--- config.mk ---
export PLATFORM = sky130hd
export DESIGN_NAME = pls_divider
export DESIGN_NICKNAME = d
export VERILOG_FILES = /design/src/rtl/pls_div_pkg.sv /design/src/rtl/pls_prescaler.sv /design/src/rtl/pls_swallow.sv /design/src/rtl/pls_main.sv /design/src/rtl/pls_progreg.sv /design/src/rtl/pls_divider.sv
export SDC_FILE = /design/constraint.sdc
export NUM_CORES = 1
export LEC_CHECK = 0
export BUFFER_PORTS_ARGS = -buffer_cell sky130_fd_sc_hd__buf_2
export CAP_MARGIN = 20
export CORE_MARGIN = 3
export CORE_UTILIZATION = 63
export CTS_CLUSTER_DIAMETER = 30
export DETAILED_ROUTE_END_ITERATION = 7
export PLACE_DENSITY = 0.91
export SLEW_MARGIN = 20
export SYNTH_ARGS = -nofsm -noshare
export SYNTH_HDL_FRONTEND = slang
export SYNTH_SLANG_ARGS = --single-unit
--- constraint.sdc ---
create_clock -name clk -period 6.6 [get_ports clk]
set_input_delay 0.99 -clock clk [delete_from_list [all_inputs] [get_ports clk]]
set_output_delay 0.99 -clock clk [all_outputs]
set_load 0.01 [all_outputs]
--- src/rtl/pls_div_pkg.sv ---
// Shared widths, program-word layout and legality rule for the
// pulse-swallow divider. Assumes the swallow field sits in the low bits.
package pls_div_pkg;

    localparam int unsigned PRE_LOG = 5;                  // prescaler base = 2**PRE_LOG
    localparam int unsigned SWAL_W  = 5;                  // swallow count width
    localparam int unsigned MAIN_W  = 11;                 // main count width
    localparam int unsigned WORD_W  = SWAL_W + MAIN_W;    // program word width

    typedef struct packed {
        logic [MAIN_W-1:0] main_cnt;   // bits 15..5
        logic [SWAL_W-1:0] swal_cnt;   // bits 4..0
    } prog_t;

    // Reset setting: A = 3, B = 4 -> 32*4 + 3 + 32 = 163 input clocks
    localparam prog_t RST_WORD = '{main_cnt: MAIN_W'(4), swal_cnt: SWAL_W'(3)};

    // Illegal when the swallow count exceeds the main count or the prescaler base
    function automatic logic setting_bad(input prog_t p);
        return (MAIN_W'(p.swal_cnt) > p.main_cnt) ||
               (int'(p.swal_cnt) > (1 << PRE_LOG));
    endfunction

endpackage

--- src/rtl/pls_prescaler.sv ---
// Dual-modulus prescaler: one period lasts 2**PRE_LOG input clocks, or one
// more while mod_hi is high. Assumes mod_hi changes only right after pre_end.
module pls_prescaler #(
    parameter int unsigned PRE_LOG = 5
) (
    input  logic clk,
    input  logic rst_n,
    input  logic mod_hi,
    output logic pre_end
);
    localparam int unsigned CNT_W = PRE_LOG + 1;
    localparam logic [CNT_W-1:0] LAST_LO = CNT_W'((1 << PRE_LOG) - 1);
    localparam logic [CNT_W-1:0] LAST_HI = CNT_W'(1 << PRE_LOG);

    logic [CNT_W-1:0] cnt_q;

    // Flag the last input clock of the current prescaler period
    always_comb begin
        pre_end = (cnt_q == (mod_hi ? LAST_HI : LAST_LO));
    end

    // Count input clocks, wrapping at the end of each period
    always_ff @(posedge clk) begin
        if (!rst_n) begin
            cnt_q <= '0;
        end else if (pre_end) begin
            cnt_q <= '0;
        end else begin
            cnt_q <= cnt_q + CNT_W'(1);
        end
    end
endmodule

--- src/rtl/pls_swallow.sv ---
// Swallow counter: holds the prescaler in its long modulus for the first
// reload_val prescaler periods of each division cycle. Assumes frame_end
// coincides with pre_end.
module pls_swallow #(
    parameter int unsigned SWAL_W  = 5,
    parameter logic [SWAL_W-1:0] RST_VAL = '0
) (
    input  logic              clk,
    input  logic              rst_n,
    input  logic              pre_end,
    input  logic              frame_end,
    input  logic [SWAL_W-1:0] reload_val,
    output logic              mod_hi
);
    logic [SWAL_W-1:0] left_q;

    // Long modulus while swallow periods remain
    always_comb begin
        mod_hi = (left_q != '0);
    end

    // Reload at a cycle boundary, otherwise count down per long period
    always_ff @(posedge clk) begin
        if (!rst_n) begin
            left_q <= RST_VAL;
        end else if (frame_end) begin
            left_q <= reload_val;
        end else if (pre_end && (left_q != '0)) begin
            left_q <= left_q - SWAL_W'(1);
        end
    end
endmodule

--- src/rtl/pls_main.sv ---
// Main counter: ends the division cycle after limit+1 prescaler periods.
// Assumes limit is steady within a division cycle.
module pls_main #(
    parameter int unsigned MAIN_W = 11
) (
    input  logic              clk,
    input  logic              rst_n,
    input  logic              pre_end,
    input  logic [MAIN_W-1:0] limit,
    output logic              frame_end
);
    logic [MAIN_W-1:0] per_q;

    // Last input clock of the last prescaler period
    always_comb begin
        frame_end = pre_end && (per_q == limit);
    end

    // Count completed prescaler periods within the division cycle
    always_ff @(posedge clk) begin
        if (!rst_n) begin
            per_q <= '0;
        end else if (frame_end) begin
            per_q <= '0;
        end else if (pre_end) begin
            per_q <= per_q + MAIN_W'(1);
        end
    end
endmodule

--- src/rtl/pls_progreg.sv ---
// Program-word staging: captures loads at once and hands the newest word
// to the counters only on a division-cycle boundary. It also flags illegal
// words and marks boundaries at which a new word is taken up.
module pls_progreg
    import pls_div_pkg::*;
(
    input  logic  clk,
    input  logic  rst_n,
    input  logic  load,
    input  prog_t word,
    input  logic  frame_end,
    output prog_t act_word,
    output prog_t next_word,
    output logic  bad_o,
    output logic  applied_o
);
    prog_t pend_q;
    prog_t act_q;
    logic  dirty_q;
    logic  bad_q;
    logic  applied_q;

    // Newest word, including one loaded on this very edge
    always_comb begin
        next_word = load ? word : pend_q;
    end

    // Staging register follows every load
    always_ff @(posedge clk) begin
        if (!rst_n) begin
            pend_q <= RST_WORD;
        end else begin
            pend_q <= next_word;
        end
    end

    // Active setting changes only at a boundary
    always_ff @(posedge clk) begin
        if (!rst_n) begin
            act_q <= RST_WORD;
        end else if (frame_end) begin
            act_q <= next_word;
        end
    end

    // Remember a load seen since the last boundary
    always_ff @(posedge clk) begin
        if (!rst_n) begin
            dirty_q <= 1'b0;
        end else if (frame_end) begin
            dirty_q <= 1'b0;
        end else if (load) begin
            dirty_q <= 1'b1;
        end
    end

    // Boundary strobe for a newly taken-up word
    always_ff @(posedge clk) begin
        if (!rst_n) begin
            applied_q <= 1'b0;
        end else begin
            applied_q <= frame_end && (dirty_q || load);
        end
    end

    // Legality flag of the most recently loaded word
    always_ff @(posedge clk) begin
        if (!rst_n) begin
            bad_q <= 1'b0;
        end else if (load) begin
            bad_q <= setting_bad(word);
        end
    end

    assign act_word  = act_q;
    assign bad_o     = bad_q;
    assign applied_o = applied_q;
endmodule

--- src/rtl/pls_divider.sv ---
// Top of the pulse-swallow divider: prescaler, swallow and main counters
// plus program staging. Division ratio 32*B + A + 32 for legal words.
// Assumes a single clock domain and a synchronous active-low reset.
module pls_divider
    import pls_div_pkg::*;
(
    input  logic              clk,
    input  logic              rst_n,
    input  logic              prog_load,
    input  logic [WORD_W-1:0] prog_word,
    output logic              div_o,
    output logic              applied_o,
    output logic              bad_o
);
    logic  pre_end;
    logic  mod_hi;
    logic  frame_end;
    prog_t act_word;
    prog_t next_word;
    logic  div_q;

    pls_progreg u_progreg (
        .clk       (clk),
        .rst_n     (rst_n),
        .load      (prog_load),
        .word      (prog_t'(prog_word)),
        .frame_end (frame_end),
        .act_word  (act_word),
        .next_word (next_word),
        .bad_o     (bad_o),
        .applied_o (applied_o)
    );

    pls_prescaler #(.PRE_LOG(PRE_LOG)) u_prescaler (
        .clk     (clk),
        .rst_n   (rst_n),
        .mod_hi  (mod_hi),
        .pre_end (pre_end)
    );

    pls_swallow #(.SWAL_W(SWAL_W), .RST_VAL(RST_WORD.swal_cnt)) u_swallow (
        .clk        (clk),
        .rst_n      (rst_n),
        .pre_end    (pre_end),
        .frame_end  (frame_end),
        .reload_val (next_word.swal_cnt),
        .mod_hi     (mod_hi)
    );

    pls_main #(.MAIN_W(MAIN_W)) u_main (
        .clk       (clk),
        .rst_n     (rst_n),
        .pre_end   (pre_end),
        .limit     (act_word.main_cnt),
        .frame_end (frame_end)
    );

    // Register the division pulse for a glitch-free output
    always_ff @(posedge clk) begin
        if (!rst_n) begin
            div_q <= 1'b0;
        end else begin
            div_q <= frame_end;
        end
    end

    assign div_o = div_q;
endmodule

==> results_dict.tcl <==
set metrics [dict create \
    htreeDepth 2 \
    cts_tree "built" \
    synth_area_um2 2629 \
    row_count 22 \
    drive_above_1_share 0.1603 \
    holdWs_ps 491.5 \
    grt_max_degree 67 \
    root_buffer "clkbuf_8" \
    cts.sink_count 53 \
    yosysTopAreaCell "dfxtp_1" \
    worst-path-buf-inv 0 \
    ys_types 42 \
    grt_pass1_wl_mm 8.756 \
    ys_top_cells_by_count "dfxtp_1 (53), nand3_1 (31), nor2b_1 (18)" \
    fin_crit_ps 2514 \
    grt_usage 0.2164 \
    tightest_slew_ps 944.1 \
    slowest_stage "nand3_1" \
    crit_family "simple AND/OR/NAND/NOR gates" \
    cts-resized-gates 0 \
    syn2layout_area_growth_pct 5.854 \
    worstPathRequired_ps 6800 \
    io_pins 22 \
    maxSlewHeadroom 0.3689 \
    synth_area_leaders "dfxtp_1 (40%), mux2i_1 (6.1%), nand3_1 (5.9%)" \
    clk_latency_ps 310 \
    final.setup.tns_ps 0 \
    setup_viol 0 \
    path_cells "xor2_1 > nor4_1 > nand3_1 > nand2b_4 > mux2_4" \
    min_path_type "register to register" \
    synth_top_cell_area_share 0.4036 \
    outcome "completed" \
    yosys_warnings 0 \
    hpwl_mm 3.440 \
    synth_nets 305 \
    yosysMostFrequentCell "dfxtp_1" \
    slew_viol_final 0 \
    pre_cts_slack_ps 3881 \
    die_x_um 70.60 \
    syn_inst 278 \
    gp_congestion 0.8323 \
    startpoint_type "register" \
    antenna_found_initial 0 \
    dp_cells 327 \
    portBuffers 21 \
    die_h_um 70.60 \
    cts_buffer_depth 2 \
    ys_async_sr_fraction 0 \
    synth-edff-count 0 \
    numCtsBuffers 5 \
    dr.pass1.iters 5 \
    rsz0062_at_grt "false" \
    pwr_density_cell_nw_per_um2 200.7 \
    cpPeakStageDelay_ps 710 \
    ys_seq_area_frac 0.4036 \
    nNetsFinal 313 \
    post-route-drc-count 0 \
    grt_pass1_vias 1899 \
    synth_top_flop_cell "dfxtp_1" \
    fin_cells 335 \
    cts_setup_buffers 0 \
    timing.fmax_mhz 397.7 \
    synth-seq-cells 53 \
    p_leak_nw 1.289 \
    drtIter0Drc 110 \
    viasPerCell 5.884 \
    clk_pin_slew_ps 100 \
    ir_drop_mv 0.1792 \
    finalCritPeriodShare 0.3809 \
    cts_hold_buffers 0 \
    coreArea_um2 3826 \
    wl_per_cell_um 15.05 \
    fin_area_um2 2783 \
    crit_fanout 26 \
    post-route-util 0.7273 \
    skew_ps 6.175 \
    worst_setup_path_end_kind "register" \
    drtAntennaViolNets 0 \
    grt_overflow_total 0 \
    placed_area_um2 2688 \
    num_vias 1971 \
    path_class "register to register" \
    total_power_uw 558.6 \
    avgSynthCellArea_um2 9.456 \
    initial_core_util 0.6871 \
    finalHoldViolations 0 \
    layout_setup_ws_ps 4086 \
    antenna_cells 0 \
    die_area_um2 4984 \
    arrival_ps 2710 \
    maxCapViolCount 0 \
    routed_wl_mm 5.041 \
]
-- kinds of logic after synthesis --
group / after synthesis / share of synthesized area
AOI/OAI and AO/OA: 15 / 0.04093
xor gates and xnor gates: 18 / 0.05997
adders and majority gates: 8 / 0.03808
buffers and inverters: 29 / 0.05331
DFF: 53 / 0.4036
muxes: 28 / 0.1209
and+or+nand+nor: 127 / 0.2832
-- state kept, by name, summed over array words and instances, names as in the netlist --
name / cells
u_progreg.applied_o: 1
u_progreg.pend_q: 16
u_progreg.bad_o: 1
u_progreg.dirty_q: 1
u_progreg.act_word: 11
div_o: 1
u_prescaler.cnt_q: 6
u_swallow.left_q: 5
u_main.per_q: 11
-- where the power goes --
| part | internal (mW) | leakage [nW] | switching [mW] |
|---|---|---|---|
| Sequential | 0.327 | 0.431 | 0.00294 |
| Combinational | 0.0178 | 0.809 | 0.0222 |
| Clock | 0.0775 | 0.0487 | 0.111 |
| Total | 0.423 | 1.29 | 0.136 |
-- placed cells by master, fill, tap and decap left out, types with 2 or more instances in the layout --
cell type,netlist,routed
nand3_1,31,31
dfxtp_1,53,53
ha_1,8,8
nand4b_1,4,4
o21a_1,2,2
a31oi_1,2,2
and4_1,2,2
nor3_1,3,3
nor4_1,4,4
nand2_1,12,12
nand4_1,11,11
mux2_2,6,6
clkinv_4,0,2
o21ai_0,2,2
and3_1,4,4
nor2b_1,18,18
a21boi_0,2,2
and2_1,13,13
a21oi_1,2,2
inv_1,9,9
clkbuf_8,0,5
buf_2,4,21
o211ai_1,2,2
xor2_1,15,15
mux2_4,6,6
mux2i_1,16,16
nor2_1,9,9
xnor2_1,3,3
or3_1,2,2
nor3b_1,7,7
-- worst reg2reg max path: stages, from the launching register on --
cell and delay (ps):
dfxtp_1 430, xor2_1 120, nor4_1 300, nand3_1 710
nand2b_4 520, mux2_4 340
-- layout make-up --
class,instances,area [um^2]
repair buffers,21,105.1
clock buffers,5,68.82
well taps,48,60.06
multi-input cells,196,1428
clock inverters,3,26.28
flip-flops and latches,53,1061
fillers,261,1044
inverters,9,33.78
-- path summary, 6_finish.rpt --
check | startpoint | endpoint | slack (ps) | cells past startpoint
setup / recovery | u_main.per_q[0] | u_swallow.left_q[1] | 4090 | 5
hold / removal | u_progreg.pend_q[7] | u_progreg.pend_q[7] | 490 | 2
setup reg to reg | u_main.per_q[0] | u_swallow.left_q[1] | 4090 | 5
hold reg to reg | u_progreg.pend_q[7] | u_progreg.pend_q[7] | 490 | 2
-- routing by layer --
layer / track usage / vias up / part of all wire
met5: 0 / - / 0
met1: 0.2829 / 941 / 0.46
met3: 0.06676 / 8 / 0.039
li1: - / 986 / -
met4: 0.05010 / 0 / 0.013
met2: 0.3534 / 36 / 0.48
Power figures use the tool's default switching activity.
